`config.mk`:
```
export PLATFORM = sky130hd
export DESIGN_NAME = ffirst_seq
export DESIGN_NICKNAME = d
export VERILOG_FILES = /design/src/rtl/ffseq_pkg.sv /design/src/rtl/ffseq_cond.sv /design/src/rtl/ffseq_wrctl.sv /design/src/rtl/ffseq_ctrl.sv /design/src/rtl/ffirst_seq.sv
export SDC_FILE = /design/constraint.sdc
export NUM_CORES = 1
export LEC_CHECK = 0
export ABC_AREA = 1
export CORE_ASPECT_RATIO = 1.75
export CORE_MARGIN = 3
export CORE_UTILIZATION = 41
export DETAILED_ROUTE_END_ITERATION = 8
export PLACE_DENSITY = 0.89
export SLEW_MARGIN = 20
export SYNTH_ARGS = -nofsm -noshare
export SYNTH_HDL_FRONTEND = slang
export SYNTH_HIERARCHICAL = 1
export SYNTH_SLANG_ARGS = --single-unit
```
`constraint.sdc`:
```
create_clock -name clk -period 2.35 [get_ports clk]
set_input_delay 0.3525 -clock clk [delete_from_list [all_inputs] [get_ports clk]]
set_output_delay 0.3525 -clock clk [all_outputs]
set_load 0.02 [all_outputs]
```
`src/rtl/ffseq_pkg.sv`:
```
package ffseq_pkg;

    typedef struct packed {
        logic lt;
        logic gt;
        logic eq;
        logic so;
    } cond_t;

    typedef struct packed {
        logic       rc;
        logic       rc1;
        logic       inv;
        logic [1:0] sel;
        logic       vli;
    } mode_t;

    typedef enum logic {SQ_IDLE, SQ_RUN} sq_state_e;

    localparam logic [1:0] SEL_EQ = 2'd2;

    function automatic logic pick_bit(input cond_t c, input logic [1:0] sel);
        logic b;
        case (sel)
            2'd0:    b = c.lt;
            2'd1:    b = c.gt;
            2'd2:    b = c.eq;
            default: b = c.so;
        endcase
        return b;
    endfunction

    function automatic logic [1:0] eff_sel(input mode_t m);
        return m.rc ? m.sel : SEL_EQ;
    endfunction

    function automatic logic incl_cnt(input mode_t m);
        return m.vli & ~m.rc;
    endfunction

endpackage

```
`src/rtl/ffseq_cond.sv`:
```
module ffseq_cond
    import ffseq_pkg::*;
#(
    parameter int DATA_W = 64
) (
    input  logic [DATA_W-1:0] result,
    input  logic [1:0]        sel,
    input  logic              inv,
    output cond_t             cond,
    output logic              pass
);
    logic is_zero;
    logic is_neg;

    always_comb begin
        is_zero = (result == '0);
        is_neg  = result[DATA_W-1];
        cond.lt = is_neg;
        cond.eq = is_zero;
        cond.gt = ~is_neg & ~is_zero;
        cond.so = 1'b0;
        pass    = pick_bit(cond, sel) ^ inv;
    end
endmodule

```
`src/rtl/ffseq_wrctl.sv`:
```
module ffseq_wrctl (
    input  logic go,
    input  logic pass,
    input  logic cmp_only,
    input  logic incl,
    input  logic cr_en,
    output logic res_we,
    output logic cr_we
);
    always_comb begin
        res_we = go & ~cmp_only & (pass | incl);
        cr_we  = go & cr_en;
    end
endmodule

```
`src/rtl/ffseq_ctrl.sv`:
```
module ffseq_ctrl
    import ffseq_pkg::*;
#(
    parameter int VL_W = 7
) (
    input  logic            clk,
    input  logic            rst,
    input  logic            start,
    input  logic [VL_W-1:0] vl_in,
    input  mode_t           mode_in,
    input  logic            elem_valid,
    input  logic            pass,
    output logic            running,
    output logic [VL_W-1:0] idx,
    output logic [VL_W-1:0] vl_out,
    output logic            done,
    output mode_t           mode_q
);
    localparam logic [VL_W-1:0] ONE = VL_W'(1);

    sq_state_e       state_q;
    logic [VL_W-1:0] idx_q;
    logic [VL_W-1:0] vl_q;
    logic [VL_W-1:0] vl_o_q;
    logic            done_q;
    mode_t           mode_r;
    logic            last_elem;

    assign last_elem = ((idx_q + ONE) == vl_q);

    always_ff @(posedge clk) begin
        if (rst) begin
            state_q <= SQ_IDLE;
            idx_q   <= '0;
            vl_q    <= '0;
            vl_o_q  <= '0;
            done_q  <= 1'b0;
            mode_r  <= '0;
        end else begin
            done_q <= 1'b0;
            case (state_q)
                SQ_IDLE: begin
                    if (start) begin
                        mode_r <= mode_in;
                        vl_q   <= vl_in;
                        vl_o_q <= vl_in;
                        idx_q  <= '0;
                        if (vl_in == '0) done_q  <= 1'b1;
                        else             state_q <= SQ_RUN;
                    end
                end
                default: begin
                    if (elem_valid) begin
                        if (!pass) begin
                            vl_o_q  <= idx_q + {{(VL_W-1){1'b0}}, incl_cnt(mode_r)};
                            done_q  <= 1'b1;
                            state_q <= SQ_IDLE;
                        end else if (last_elem) begin
                            done_q  <= 1'b1;
                            state_q <= SQ_IDLE;
                        end else begin
                            idx_q <= idx_q + ONE;
                        end
                    end
                end
            endcase
        end
    end

    assign running = (state_q == SQ_RUN);
    assign idx     = idx_q;
    assign vl_out  = vl_o_q;
    assign done    = done_q;
    assign mode_q  = mode_r;


    idx_bound_chk: assert property (@(posedge clk) disable iff (rst)
        (state_q == SQ_RUN) |-> (idx_q < vl_q));


    idx_stall_chk: assert property (@(posedge clk) disable iff (rst)
        (state_q == SQ_RUN && !elem_valid) |=> $stable(idx_q));


    vl_no_grow_chk: assert property (@(posedge clk) disable iff (rst)
        (state_q == SQ_RUN) |=> (vl_o_q <= $past(vl_o_q)));


    pass_keeps_vl_chk: assert property (@(posedge clk) disable iff (rst)
        (state_q == SQ_RUN && elem_valid && pass) |=> $stable(vl_o_q));


    zero_vl_chk: assert property (@(posedge clk) disable iff (rst)
        (state_q == SQ_IDLE && start && vl_in == '0) |=> (done_q && vl_o_q == '0));
endmodule

```
`src/rtl/ffirst_seq.sv`:
```
module ffirst_seq
    import ffseq_pkg::*;
#(
    parameter int DATA_W = 64,
    parameter int VL_W   = 7
) (
    input  logic              clk,
    input  logic              rst,
    input  logic              start,
    input  logic [VL_W-1:0]   vl_in,
    input  logic              rc,
    input  logic              rc1,
    input  logic              inv,
    input  logic [1:0]        crbit_sel,
    input  logic              vli,
    input  logic              elem_valid,
    input  logic [DATA_W-1:0] elem_result,
    output logic              res_we,
    output logic              cr_we,
    output logic [3:0]        cr_out,
    output logic [VL_W-1:0]   elem_idx,
    output logic [VL_W-1:0]   vl_out,
    output logic              done
);
    mode_t mode_in;
    mode_t mode_q;
    cond_t cond;
    logic  pass;
    logic  running;
    logic  go;

    assign mode_in = '{rc: rc, rc1: rc1, inv: inv, sel: crbit_sel, vli: vli};
    assign go      = running & elem_valid;
    assign cr_out  = cond;

    ffseq_ctrl #(.VL_W(VL_W)) u_ctrl (
        .clk        (clk),
        .rst        (rst),
        .start      (start),
        .vl_in      (vl_in),
        .mode_in    (mode_in),
        .elem_valid (elem_valid),
        .pass       (pass),
        .running    (running),
        .idx        (elem_idx),
        .vl_out     (vl_out),
        .done       (done),
        .mode_q     (mode_q)
    );

    ffseq_cond #(.DATA_W(DATA_W)) u_cond (
        .result (elem_result),
        .sel    (eff_sel(mode_q)),
        .inv    (mode_q.inv),
        .cond   (cond),
        .pass   (pass)
    );

    ffseq_wrctl u_wr (
        .go       (go),
        .pass     (pass),
        .cmp_only (mode_q.rc1),
        .incl     (incl_cnt(mode_q)),
        .cr_en    (mode_q.rc | mode_q.rc1),
        .res_we   (res_we),
        .cr_we    (cr_we)
    );


    cmp_only_chk: assert property (@(posedge clk) disable iff (rst)
        res_we |-> !mode_q.rc1);


    we_needs_valid_chk: assert property (@(posedge clk) disable iff (rst)
        (res_we || cr_we) |-> (elem_valid && running));


    done_idle_chk: assert property (@(posedge clk) disable iff (rst)
        done |-> (!res_we && !cr_we));
endmodule

```
# --- Word level (Yosys, flattened, before mapping) ---
# Cells that the tools add are included.
totals:
  register_bits: 29
  in_bits: 81
  output_inout_bits: 21
  elab_cells: 63
classes:
  addsub: 2
  eq_ne: 7
  mux: 23
  bitwise: 14
  n_reduce_logical: 7
ops:
  columns: ["operator", "n"]
  rows:
  - ["64-bit logical NOT", 1]
  - ["7-bit 2-to-1 mux", 9]
  - ["1-bit 2-to-1 mux", 12]
  - ["7-bit by 1-bit adder with 7-bit output", 1]
  - ["7-bit by 1-bit adder with 7-bit output (second input constant)", 1]
  - ["7-bit == test", 1]
  - ["7-bit logical NOT", 1]
  - ["1-bit AND", 6]
  - ["2-bit != test (second input constant)", 3]
  - ["1-bit NOT", 5]
  - ["4-bit AND reduction", 1]
  - ["1-bit case mux with 3 select lines", 1]
  - ["3-bit AND reduction", 1]
  - ["2-bit by 1-bit == test with 1-bit output (second input constant)", 1]
  - ["2-bit == test (second input constant)", 1]
  - ["2-bit logical NOT", 1]
  - ["2-bit 2-to-1 mux", 1]
  - ["2-bit by 1-bit != test with 1-bit output (second input constant)", 1]
  - ["1-bit OR", 2]
  - ["2-bit AND reduction", 1]
  - ["2-bit nonzero test", 1]
  - ["1-bit bitwise XOR", 1]

# --- Logic depth before layout (Yosys ltp) ---
depth:
  word_depth: 8
  depth_mapped: 15
  depth_no_buf: 15

# --- Cells and area by module ---
# Netlist, hierarchy kept.
by_module_without_submodules:
  columns: ["mod", "instances", "cells_each", "area_per_inst_um2", "seq_area_each_um2"]
  rows:
  - ["ffseq_ctrl", 1, 252, 1651.6, 580.6]
  - ["ffseq_cond", 1, 85, 356.6, 0.0]
  - ["ffirst_seq", 1, 11, 41.3, 0.0]
  - ["ffseq_wrctl", 1, 6, 22.5, 0.0]

# --- Worst setup path after synthesis ---
# No wires, ideal clock.
synth_path:
  kind: "input port to flip-flop"
  startpoint: "input port elem_result[53]"
  endpoint: "register u_ctrl.vl_o_q[4] (netlist: u_ctrl/vl_out[4])"
  setup_ns: 0.122
  t_arrival_ns: 1.789
  t_required_ns: 2.228
  slack_ns: 0.439
  cell_stages: 14
  n_path_buf: 0
  path_cell_list: "nor2_1 nand2_1 nor2_1 nand2_1 nor2_2 nand2_2 a21oi_2 nand3_1 nand2_1 inv_1 a21oi_2 inv_1 o211ai_1 a21oi_1"
synth_between:
  elab_chain_cells: 7
synth_lines:
  columns: ["element", "line", "text"]
  rows:
  - ["start: declaration", "ffirst_seq.sv:17", "input logic [DATA_W-1:0] elem_result,"]
  - ["64-bit logical NOT *", "ffseq_cond.sv:16", "is_zero = (result == '0);"]
  - ["1-bit NOT", "ffseq_cond.sv:20", "cond.gt = ~is_neg & ~is_zero;"]
  - ["1-bit AND", "ffseq_cond.sv:20", null]
  - ["1-bit case mux with 3 select lines *", "ffseq_pkg.sv:24", "case (sel)"]
  - ["1-bit bitwise XOR *", "ffseq_cond.sv:22", "pass = pick_bit(cond, sel) ^ inv;"]
  - ["via pass", "ffirst_seq.sv:28", "logic pass;"]
  - ["2-bit != test (no source line) *", null, null]
  - ["3-bit AND reduction (no source line) *", null, null]
  - ["end signal: assignment", "ffseq_ctrl.sv:46", "vl_o_q <= vl_in;"]
  - ["end signal: assignment", "ffseq_ctrl.sv:55", "vl_o_q <= idx_q + {{(VL_W-1){1'b0}}, incl_cnt(mode_r)};"]
  - ["end: declaration", "ffseq_ctrl.sv:24", "logic [VL_W-1:0] vl_o_q;"]
# The timed path passes the listed nets; every way through them passes the cells marked *.
# A chain may end at the register's enable or synchronous reset.

# --- Worst setup path in the final report ---
layout_path:
  startpoint: "input port elem_result[29]"
  endpoint: "output port res_we"
layout_between:
  elab_chain_cells: 7
layout_lines:
  columns: ["element", "line", "text"]
  rows:
  - ["64-bit logical NOT *", "ffseq_cond.sv:16", null]
  - ["1-bit NOT", "ffseq_cond.sv:20", null]
  - ["1-bit AND", "ffseq_cond.sv:20", null]
  - ["1-bit case mux with 3 select lines *", "ffseq_pkg.sv:24", null]
  - ["1-bit bitwise XOR *", "ffseq_cond.sv:22", null]
  - ["via pass", "ffirst_seq.sv:28", null]
  - ["1-bit OR *", "ffseq_wrctl.sv:11", "res_we = go & ~cmp_only & (pass | incl);"]
  - ["1-bit AND *", "ffseq_wrctl.sv:11", null]
  - ["end: declaration", "ffirst_seq.sv:18", "output logic res_we,"]
# Marked as above.

==> results.txt <==
status - finished clean
yosys warns - 6
Power Density - 477 nW/um2
Min-Delay Path Depth - 2
Avg WL per Cell - 15.1 um
Power, Total - 1.66 mW
clock slew at reported path FFs - 70 ps
Syn Area/Cell - 5.85 um2
maxcap violations - 0
critical path's slowest cell - clkdlybuf4s50_1
Leak - 1.94 nW
Total Wirelength - 7810 um
Yosys top cell area share - 0.280
library cells used by synthesis - 29
CTS tree - built
hpwl dp - 5760 um
worst min path class - reg -> reg
nets - 546
vias in the first global route - 2,578
post-route cell area - 3490 um2
VDD IR max - 0.749 mV
Ports - 102
chip height - 100 um
final cell count without fillers - 516
CP Capture Type - output pin
Post-CTS Hold Fix Bufs - 0
post-route ant nets - 0
Rows - 33
H-tree level count - 2
start point of the worst hold path - u_ctrl/vl_out[4]$_SDFFE_PP0P_
first-pass GRT wire length - 11,200 um
Syn Inst Count - 354
Final Max Tran Viols - 0
Layout area overhead - 68.4%
Clock Latency Late Sink - 280 ps
dpl cell area - 3150 um2
initial antenna violation count - 1
grt ovf - 0
Worst Setup SP - elem_result[29]
clock buffer depth - 2
Core Area - 4790 um2
crit path kind - in -> out
port bufs - 100
largest net degree at the start of global routing - 14
r2r startpoint - u_ctrl/mode_q[5]$_SDFFE_PP0P_
Final Skew - 7.55 ps
clock root buffer - clkbuf_8
CP max stage delay - 430 ps
GPL Wtd Cong - 0.910
register area share after synthesis - 0.280
overall routing resource usage - 0.242
Critical Path Start Type - primary input
Slew HR - 0.566
DRT Pass-1 Iters - 5
CTS Sinks - 29
most frequent cells in the layout - 76 x nand2_1, 76 x nor2_1, 55 x dlymetal6s2s_1
Via Count - 2,667
f_max - 0.427 GHz
vias per inst - 5.17
Final setup viols - 0
Cell Area, Synth - 2070 um2
syn nets - 438
Most common cell on crit path - nor2_1
worst slew pin tran - 652 ps
synth top area cells - dfxtp_1 28%, nor2_1 15%, nand2_1 14%
flops & latches, synth - 29
final hold vios - 0
WP data arrival - 1990 ps
leading area contributor after synthesis - dfxtp_1
layout cell share with drive strength beyond 1 - 0.112
minimum clock period - 2340 ps
R2R depth - 14
die width - 59.7 um
initial drt markers - 122
WP data required - 2000 ps
cells along the critical path - clkdlybuf4s50_1 -> nor2_1 -> nand2_1 -> nor2_2 -> nand2_2 -> nor2_4 -> nand2_4 -> a21oi_2 -> nand3_1 -> nand2_1 -> nor2_1 -> nor2_1 -> buf_4
Residual DRC - 0
Cells after DPL - 505
R2R Setup Slk - 360 ps
Initial Util - 0.433
cts bufs inserted - 5
Total Die Area - 5980 um2
Hold Crit Endpoint - u_ctrl/vl_out[4]$_SDFFE_PP0P_
RR Endpoint - u_ctrl/vl_out[2]$_SDFFE_PP0P_
worst-path fanout max - 4
period utilisation layout - 0.996
cells in the mapped netlist (all sizes together):
cell type  instances
inv               42
dfxtp             29
ha                 3
xor2               3
xnor2              1
nor4               1
nor3               1
clkbuf             6
nand2             83
a211oi             1
buf                8
o21ai             20
a31oi              2
nand4             13
nand3             30
o211ai             1
a21oi             21
nand3b             1
nor2              87
conb               1
how the worst max path moves through the flow:
stage / end
after floorplan: u_ctrl/vl_out[4]$_SDFFE_PP0P_
after global placement: res_we
after detailed placement: res_we
after CTS: res_we
after global routing: res_we
final: res_we
state kept, by name (all words and copies together) (netlist names):
signal / flops
u_ctrl/idx: 7
u_ctrl/vl_out: 7
u_ctrl/vl_q: 7
u_ctrl/mode_q: 6
u_ctrl/done: 1
u_ctrl/running: 1
power breakdown:
group	total [mW]	switching, mW	leakage [nW]	internal (mW)
sequential	0.581	0.0440	0.240	0.537
clock	0.538	0.193	0.0574	0.344
combinational	0.544	0.277	1.65	0.267
through the flow:
step	utilization	setup TNS [ps]	setup slack [ps]	hold slack [ps]
5_1_grt	0.728	-300	-95.7	499
4_1_cts	0.683	0	6.29	472
6_report	0.728	0	9.88	471
3_5_place_dp	0.659	-3380	-465	463
2_1_floorplan	-	0	439	422
3_3_place_gp	0.659	-2830	-449	456
cells by family (layout without fill, tap and decap cells):
group                      after synthesis  in the layout  synth area share
AOI/OAI and AO/OA                       45             45             0.116
xor gates and xnor gates                 4              4            0.0169
adders and majority gates                3              3            0.0181
buffers and inverters                   56            165             0.115
DFF                                     29             29             0.280
other                                    1              2           0.00181
and+or+nand+nor                        216            216             0.452
worst max-delay path: cells and delay by family:
kind / cells / cell delay, ps
buffers and inverters: 2 / 580
AOI/OAI and AO/OA: 1 / 130
and+or+nand+nor: 10 / 900
routing by layer:
| metal | track usage | share of wire | up-vias |
|---|---|---|---|
| li1 | - | - | 1337 |
| met1 | 0.258 | 0.35 | 1205 |
| met2 | 0.450 | 0.56 | 105 |
| met3 | 0.0322 | 0.064 | 20 |
| met4 | 0.102 | 0.027 | 0 |
| met5 | 0 | 0 | - |
cell type report:
cell class | instances | area [um2]
multi-input combinational | 269 | 1310
fill | 374 | 1300
timing repair buffer | 115 | 1250
sequential | 29 | 581
inverter | 42 | 160
clock buffer | 6 | 82.6
tap | 52 | 65.1
clock inverter | 2 | 37.5
antenna | 1 | 2.50
what timing repair did:
item	in CTS	in global routing
hold endpoints to repair	0	0
pin swaps	2	64
setup endpoints to repair	5	10
resized for setup	8	74
buffers inserted	0	2
(Power assumes the default switching activity.)
